[src/rtl/smi_evt_pkg.sv]
package smi_evt_pkg;

  localparam int REG_W      = 32;
  localparam int LANES      = REG_W / 8;
  localparam int STAT_LSB   = 16;
  localparam int FIXED_EVTS = 6;

  // Fixed event positions, counted from STAT_LSB (status) or 0 (enable)
  localparam int EV_RESET    = 0;
  localparam int EV_HALT     = 1;
  localparam int EV_CFG      = 2;
  localparam int EV_PERIODIC = 3;
  localparam int EV_ASYNC    = 4;
  localparam int EV_PWR      = 5;

  typedef enum logic {
    TRK_ANY  = 1'b0,
    TRK_RISE = 1'b1
  } trkMode_e;

  // Strobes from control to datapath, one cycle each
  typedef struct packed {
    logic [REG_W-1:0] setMask;
    logic [REG_W-1:0] clrMask;
    logic [REG_W-1:0] enWrMask;
    logic [REG_W-1:0] enWrData;
  } ctlStrobes_t;

  function automatic logic [REG_W-1:0] laneMask(input logic [LANES-1:0] be);
    logic [REG_W-1:0] m;
    m = '0;
    for (int i = 0; i < LANES; i++) begin
      m[8*i +: 8] = {8{be[i]}};
    end
    return m;
  endfunction

endpackage

[src/rtl/smi_evt_tracker.sv]
module smi_evt_tracker
  import smi_evt_pkg::*;
#(
  parameter trkMode_e MODE = TRK_ANY
) (
  input  logic clk,
  input  logic sigIn,
  input  logic qualIn,
  output logic evt
);

  // Follows the input in every cycle, including during reset, so that
  // no false change is seen when reset is released.
  logic prevQ;

  always_ff @(posedge clk) begin
    prevQ <= sigIn;
  end

  generate
    if (MODE == TRK_RISE) begin : g_rise
      assign evt = sigIn & ~prevQ & qualIn;
    end else begin : g_any
      assign evt = (sigIn ^ prevQ) & qualIn;
    end
  endgenerate

endmodule

[src/rtl/smi_evt_ctrl.sv]
module smi_evt_ctrl
  import smi_evt_pkg::*;
#(
  parameter int                NUM_PORTS  = 6,
  parameter int                ADDR_W     = 8,
  parameter logic [ADDR_W-1:0] REG_OFFSET = 'h70
) (
  input  logic                 clk,
  input  logic [ADDR_W-1:0]    regAddr,
  input  logic                 regWe,
  input  logic [REG_W-1:0]     regWdata,
  input  logic [LANES-1:0]     regBe,
  input  logic [NUM_PORTS-1:0] portOwner,
  input  logic                 asyncSchedEn,
  input  logic                 periodicSchedEn,
  input  logic                 cfgFlag,
  input  logic                 hcHalted,
  input  logic                 runStop,
  input  logic                 hcReset,
  input  logic                 pmcsrWrite,
  output logic                 regSel,
  output ctlStrobes_t          strobes
);

  localparam int EVT_N = FIXED_EVTS + NUM_PORTS;
  localparam logic [REG_W-1:0] EN_MASK   = REG_W'((64'd1 << EVT_N) - 64'd1);
  localparam logic [REG_W-1:0] STAT_MASK = EN_MASK << STAT_LSB;

  logic [EVT_N-1:0] evtVec;
  logic             wrHit;
  logic [REG_W-1:0] wrLanes;

  // Fixed change trackers
  smi_evt_tracker #(.MODE(TRK_RISE)) u_trkReset (
    .clk(clk), .sigIn(hcReset), .qualIn(1'b1), .evt(evtVec[EV_RESET])
  );
  smi_evt_tracker #(.MODE(TRK_RISE)) u_trkHalt (
    .clk(clk), .sigIn(hcHalted), .qualIn(~runStop), .evt(evtVec[EV_HALT])
  );
  smi_evt_tracker #(.MODE(TRK_ANY)) u_trkCfg (
    .clk(clk), .sigIn(cfgFlag), .qualIn(1'b1), .evt(evtVec[EV_CFG])
  );
  smi_evt_tracker #(.MODE(TRK_ANY)) u_trkPer (
    .clk(clk), .sigIn(periodicSchedEn), .qualIn(1'b1), .evt(evtVec[EV_PERIODIC])
  );
  smi_evt_tracker #(.MODE(TRK_ANY)) u_trkAsync (
    .clk(clk), .sigIn(asyncSchedEn), .qualIn(1'b1), .evt(evtVec[EV_ASYNC])
  );

  // The power-state write is already a strobe
  assign evtVec[EV_PWR] = pmcsrWrite;

  // One tracker per built port
  generate
    for (genvar p = 0; p < NUM_PORTS; p++) begin : g_port
      smi_evt_tracker #(.MODE(TRK_ANY)) u_trkOwn (
        .clk(clk), .sigIn(portOwner[p]), .qualIn(1'b1),
        .evt(evtVec[FIXED_EVTS + p])
      );
    end
  endgenerate

  // Register decode
  assign regSel  = (regAddr == REG_OFFSET);
  assign wrHit   = regWe && regSel;
  assign wrLanes = laneMask(regBe);

  always_comb begin
    strobes.setMask  = REG_W'(evtVec) << STAT_LSB;
    strobes.clrMask  = wrHit ? (regWdata & wrLanes & STAT_MASK) : '0;
    strobes.enWrMask = wrHit ? (wrLanes & EN_MASK) : '0;
    strobes.enWrData = regWdata;
  end

endmodule

[src/rtl/smi_evt_dp.sv]
module smi_evt_dp
  import smi_evt_pkg::*;
#(
  parameter int NUM_PORTS = 6
) (
  input  logic             clk,
  input  logic             suspRstN,
  input  logic             regSel,
  input  ctlStrobes_t      strobes,
  output logic [REG_W-1:0] statusQ,
  output logic [REG_W-1:0] enableQ,
  output logic [REG_W-1:0] regRdata,
  output logic             smiReq
);

  localparam int EVT_N = FIXED_EVTS + NUM_PORTS;
  localparam logic [REG_W-1:0] EN_MASK   = REG_W'((64'd1 << EVT_N) - 64'd1);
  localparam logic [REG_W-1:0] STAT_MASK = EN_MASK << STAT_LSB;

  logic [REG_W-1:0] statusNext;
  logic [REG_W-1:0] enableNext;
  logic [EVT_N-1:0] pendVec;
  logic             smiQ;

  // Set is applied after clear: a same-cycle event survives
  assign statusNext = ((statusQ & ~strobes.clrMask) | strobes.setMask) & STAT_MASK;
  assign enableNext = (enableQ & ~strobes.enWrMask)
                    | (strobes.enWrData & strobes.enWrMask);

  assign pendVec = statusQ[STAT_LSB +: EVT_N] & enableQ[EVT_N-1:0];

  always_ff @(posedge clk or negedge suspRstN) begin
    if (!suspRstN) begin
      statusQ <= '0;
      enableQ <= '0;
      smiQ    <= 1'b0;
    end else begin
      statusQ <= statusNext;
      enableQ <= enableNext;
      smiQ    <= |pendVec;
    end
  end

  assign smiReq   = smiQ;
  assign regRdata = regSel ? (statusQ | enableQ) : '0;

endmodule

[src/rtl/smi_evt_reg.sv]
module smi_evt_reg
  import smi_evt_pkg::*;
#(
  parameter int                NUM_PORTS  = 6,
  parameter int                ADDR_W     = 8,
  parameter logic [ADDR_W-1:0] REG_OFFSET = 'h70
) (
  input  logic                 clk,
  input  logic                 suspRstN,
  input  logic [ADDR_W-1:0]    regAddr,
  input  logic                 regWe,
  input  logic [31:0]          regWdata,
  input  logic [3:0]           regBe,
  output logic [31:0]          regRdata,
  input  logic [NUM_PORTS-1:0] portOwner,
  input  logic                 asyncSchedEn,
  input  logic                 periodicSchedEn,
  input  logic                 cfgFlag,
  input  logic                 hcHalted,
  input  logic                 runStop,
  input  logic                 hcReset,
  input  logic                 pmcsrWrite,
  output logic                 smiReq
);

  ctlStrobes_t      strobes;
  logic             regSel;
  logic [REG_W-1:0] statusVec;
  logic [REG_W-1:0] enableVec;

  smi_evt_ctrl #(
    .NUM_PORTS(NUM_PORTS), .ADDR_W(ADDR_W), .REG_OFFSET(REG_OFFSET)
  ) u_ctrl (
    .clk(clk),
    .regAddr(regAddr),
    .regWe(regWe),
    .regWdata(regWdata),
    .regBe(regBe),
    .portOwner(portOwner),
    .asyncSchedEn(asyncSchedEn),
    .periodicSchedEn(periodicSchedEn),
    .cfgFlag(cfgFlag),
    .hcHalted(hcHalted),
    .runStop(runStop),
    .hcReset(hcReset),
    .pmcsrWrite(pmcsrWrite),
    .regSel(regSel),
    .strobes(strobes)
  );

  smi_evt_dp #(.NUM_PORTS(NUM_PORTS)) u_dp (
    .clk(clk),
    .suspRstN(suspRstN),
    .regSel(regSel),
    .strobes(strobes),
    .statusQ(statusVec),
    .enableQ(enableVec),
    .regRdata(regRdata),
    .smiReq(smiReq)
  );

endmodule

[config.mk]
export PLATFORM = sky130hd
export DESIGN_NAME = smi_evt_reg
export DESIGN_NICKNAME = d
export VERILOG_FILES = /design/src/rtl/smi_evt_pkg.sv /design/src/rtl/smi_evt_tracker.sv /design/src/rtl/smi_evt_ctrl.sv /design/src/rtl/smi_evt_dp.sv /design/src/rtl/smi_evt_reg.sv
export SDC_FILE = /design/constraint.sdc
export NUM_CORES = 1
export LEC_CHECK = 0
export BUFFER_PORTS_ARGS = -buffer_cell sky130_fd_sc_hd__clkbuf_2
export CORE_ASPECT_RATIO = 0.75
export CORE_MARGIN = 4
export CORE_UTILIZATION = 41
export CTS_BUF_LIST = sky130_fd_sc_hd__clkbuf_8
export DETAILED_ROUTE_END_ITERATION = 8
export GPL_TIMING_DRIVEN = 0
export PLACE_DENSITY_LB_ADDON = 0.2
export SYNTH_ARGS = -nofsm -noshare
export SYNTH_HDL_FRONTEND = slang
export SYNTH_SLANG_ARGS = --single-unit
[constraint.sdc]
create_clock -name clk -period 1.1 [get_ports clk]
set_input_delay 0.11 -clock clk [delete_from_list [all_inputs] [get_ports clk]]
set_output_delay 0.11 -clock clk [all_outputs]
set_load 0.1 [all_outputs]
### Word-level counts from Yosys, hierarchy flattened

Cells that the tools add are included.
Widths: inputs -> output; s select.

| storage, ports and cells | value |
|---|---|
| register bits after elaboration | 56 |
| bits of input ports | 60 |
| output and inout bits | 33 |
| word-level logic and storage cells | 45 |

| operators by class | value |
|---|---|
| equal/unequal tests | 1 |
| multiplexer cells | 3 |
| bitwise gates (word level) | 25 |
| reductions and logical operators | 2 |

Operators by type and width:

| kind | count |
|---|---|
| $and 28x28->28 | 2 |
| $and 32x12->32 | 1 |
| $and 32x32->32 | 1 |
| $mux 32 | 1 |
| $not 12->32 | 1 |
| $or 28x32->32 | 1 |
| $or 32x32->32 | 1 |
| $mux 28 | 1 |
| $not 28->28 | 1 |
| $or 28x28->28 | 1 |
| $and 12x12->12 | 1 |
| $mux 12 | 1 |
| $reduce_or 12->1 | 1 |
| $xor 1x1->1 | 9 |
| $eq 8x7->1 const B | 1 |
| $and 1x1->1 | 3 |
| $not 1->1 | 3 |
| $logic_and 1x1->1 | 1 |

### Longest topological paths before layout

| depth | value |
|---|---|
| depth after elaboration | 6 |
| gate-level depth with buffers | 4 |
| depth with buffers taken out | 3 |

### Cells and area by module

Synthesis repeated with hierarchy kept, for this count alone.

| unflattened totals | value |
|---|---|
| cell total of the unflattened synthesis | 337 |
| area, all modules | 3483.3 um^2 |

Modules (own cells, without submodules):

| module | times used | cells each | area each (um^2) | seq. area each (um^2) |
|---|---|---|---|---|
| smi_evt_dp | 1 | 164 | 2083.2 | 1126.1 |
| smi_evt_ctrl | 1 | 142 | 1027.2 | 0.0 |
| smi_evt_tracker (u_ctrl.g_port[0].u_trkOwn ...) | 9 | 3 | 35.0 | 20.0 |
| smi_evt_tracker (u_ctrl.u_trkHalt ...) | 2 | 2 | 28.8 | 20.0 |

### Least setup slack after synthesis

OpenSTA, ideal clock, no wires.

| path | value |
|---|---|
| path type | input to output |
| start point | input port regAddr[7] |
| end point | output port regRdata[0] |
| arrival time | 1541 ps |
| required time | 990 ps |
| path slack | -551 ps |
| stages | 4 |
| buffers on the path | 2 |
| cell sequence | and4b_1 -> clkbuf_1 -> clkbuf_1 -> and3_1 |

| on the way | value |
|---|---|
| cells in the longest elaborated chain, start to end | 2 |

RTL lines:

| element | RTL line | RTL |
|---|---|---|
| from (decl) | smi_evt_reg.sv:10 | `input logic [ADDR_W-1:0] regAddr,` |
| $eq 8x7->1 | smi_evt_ctrl.sv:64 | `assign regSel = (regAddr == REG_OFFSET);` |
| $mux 32 | smi_evt_dp.sv:45 | `assign regRdata = regSel ? (statusQ \| enableQ) : '0;` |
| to (decl) | smi_evt_reg.sv:14 | `output logic [31:0] regRdata,` |

Every way passes these cells.

### Worst setup path after layout

| path | value |
|---|---|
| start point | input port regAddr[3] |
| end point | output port regRdata[17] |

The elaborated chain is that of the path after synthesis.

==> reports/qor.yml <==
cts_sinks: 36
fin_tns_setup_ps: -6320
clkLatencyLatePin_ps: 300
ios: 93
powerDensity_nw_per_um2: 943
ys_ff_latch: 36
fin_worst_skew_ps: 12.3
tightestPinTransition_ps: 637
io_buffers: 75
required_ps: 990
clockBufferDepth: 2
grt_pass1_wl_microns: 9570
critical_path_buf_inv_count: 4
relSlewSlack_pct: 57.5
grt_max_degree: 26
p_leak_nw: 1.49
antenna_cells: 0
final_net_count: 329
rsz0062_at_grt: "yes"
drtIter0Drc: 116
die_width_microns: 81.5
syn_to_final_growth_pct: 102
dieArea_sq_um: 5140
clk_pin_slew_ps: 80
combPwrFrac_pct: 19.1
ys_warn_count: 0
internal-power_mw: 2.26
end_kind: "primary output"
vias: 1681
hold-path-endpoint: "u_dp.statusQ[21]"
final-seq-area_sq_um: 846
period_minus_slack_ps: 1320
pwr-share-seq_pct: 43.7
ant_nets: 0
peakVddDrop_mv: 0.801
finalWirelength_microns: 6350
grtUsageTotal_pct: 25.3
avgSynthCellArea_sq_um: 10.9
nFillCells: 147
via_per_inst: 5.22
grt_pass1_vias: 1799
antenna_found_initial: 0
status: "finished with violations"
post_route_cells_drive_above_1_share_pct: 62.2
multiInputGateArea_sq_um: 1000
r2r_end: "u_dp.smiReq"
seq_area_frac_synth_pct: 50.9
cts_buffers: 5
path_cells: "buf_8 -> nor4_4 -> buf_6 -> buf_8 -> and3_4 -> clkbuf_16"
worstSetupPathType: "in2out"
dr.pass1.iters: 4
hold_viol: 0
initial_core_util_pct: 43.9
ys.flop_type: "dfrtp_1"
overflow: 0
synthArstFlopShare_pct: 69.4
violations: "setup timing"
setup_slack_ps: -221
h-tree-depth: 2
start_kind: "primary input"
rr_startpoint: "u_dp.statusQ[18]"
worstRegToRegCells: 3
crit_arrival_ps: 1210
max_stage_delay_ps: 300
fp.coreArea_sq_um: 3780
synth_edf_count: 0
avgRoutedWirePerCell_microns: 19.7
holdWs_ps: 6.05
crit_fanout: 5
place_congestion: 0.773
r2r_setup_slack_ps: 10
holdCritStartpoint: "pmcsrWrite"
dp_hpwl_microns: 3320
synth_area_sq_um: 1660
dp.cells: 286
fmax_mhz: 757
synth_area_leaders: "dfrtp_1, dfxtp_1, and3_1, mux2_2, o31ai_1"
rows: 19
clockRootBuffer: "clkbuf_8"
yosys.area.top_type_share_pct: 37.7
cts_tree: "yes"
cpMostUsedCell: "buf_8"
clockPowerShare_pct: 37.1
setup_viol: 42
drv_cap: 0
cp_slowest_cell: "nor4_4"
drc: 0
layout_common_cells: "clkbuf_2, dfrtp_1, clkbuf_16"
power.total_mw: 3.17
synth_area_leader_cell: "dfrtp_1"
finalCritPeriodShare_pct: 120
synth_cell_types: 25
startpoint: "regAddr[3]"
min_path_cells: 2
switching_share_pct: 28.8
synth_cells: 152
slew_violations: 0
hold_class: "in2reg"
die_y_microns: 63.1
switching_power_mw: 0.912
crit_family: "buffers and inverters"
final_common_cell: "clkbuf_2"
layout.cells.non_filler: 322
## worst reg2reg max path: stages, from the launching register on
cell      delay (ps)
dfrtp_1          430
a22o_1           260
a221oi_2         190
nand3_1          100
## power groups by stage
stage | Sequential, mW | Clock (mW) | Combinational, mW
after detailed placement | 1.41 | 0 | 0.486
after floorplan | 1.47 | 0 | 0.263
after CTS | 1.38 | 1.16 | 0.559
after global placement | 1.41 | 0 | 0.482
after global routing | 1.39 | 1.25 | 0.645
final | 1.39 | 1.18 | 0.606
## through the flow
step / area [sq um] / util [%] / worst slack (ps)
after floorplan: 1840 / - / -219
after global placement: 2280 / 60.4 / -659
after detailed placement: 2280 / 60.4 / -674
after CTS: 3200 / 84.6 / -219
after global routing: 3360 / 88.9 / -289
final: 3360 / 88.9 / -221
## Yosys cell counts, types with 3 or more instances
cell type	instances
dfrtp_1	25
nand2_1	12
mux2_2	12
dfxtp_1	11
and3_1	24
xnor2_1	9
clkbuf_1	7
o31ai_1	12
a221oi_1	3
nand3_1	13
buf_4	8
a22o_1	3
## what timing repair did
action                                 4_1_cts  5_1_grt
pin swaps                                    8       14
cloned                                       3        1
endpoints found under the hold margin       36        0
buffers inserted                            11        3
hold buffers                                12        0
setup endpoints to repair                   48       50
gates resized for setup                     92       37
## worst max-delay path by stage
stage,cells after the start,end
6_report,6,regRdata[17]
5_1_grt,6,regRdata[19]
4_1_cts,6,regRdata[0]
3_5_place_dp,5,regRdata[10]
3_3_place_gp,5,regRdata[10]
2_1_floorplan,3,register
## area by class of cell
| type | count | area share [%] |
|---|---|---|
| clock inverter | 3 | 1.15 |
| sequential | 36 | 25.2 |
| timing repair buffer | 104 | 35.4 |
| buffer | 16 | 4.36 |
| inverter | 1 | 0.112 |
| clock buffer | 5 | 2.05 |
| tap | 52 | 1.94 |
| multi-input combinational | 105 | 29.9 |
## metal layers
layer | wire (microns) | global-route usage, % | part of all wire [%] | vias to the layer above
li1 | - | - | - | 768
met1 | 2570 | 30.9 | 41 | 823
met2 | 3240 | 41.9 | 51 | 80
met3 | 420 | 6.13 | 6.6 | 10
met4 | 123 | 11.2 | 1.9 | 0
met5 | 0 | 0 | 0 | -
## cells by family after synthesis
logic type,after synthesis,share of synthesized area (%)
simple gates,57,21.1
flops,36,50.9
compound gates,19,8.89
buf+inv,18,5.95
mux,12,8.14
xor+xnor,9,4.75
other cells,1,0.226
Power figures use the tool's default switching activity.
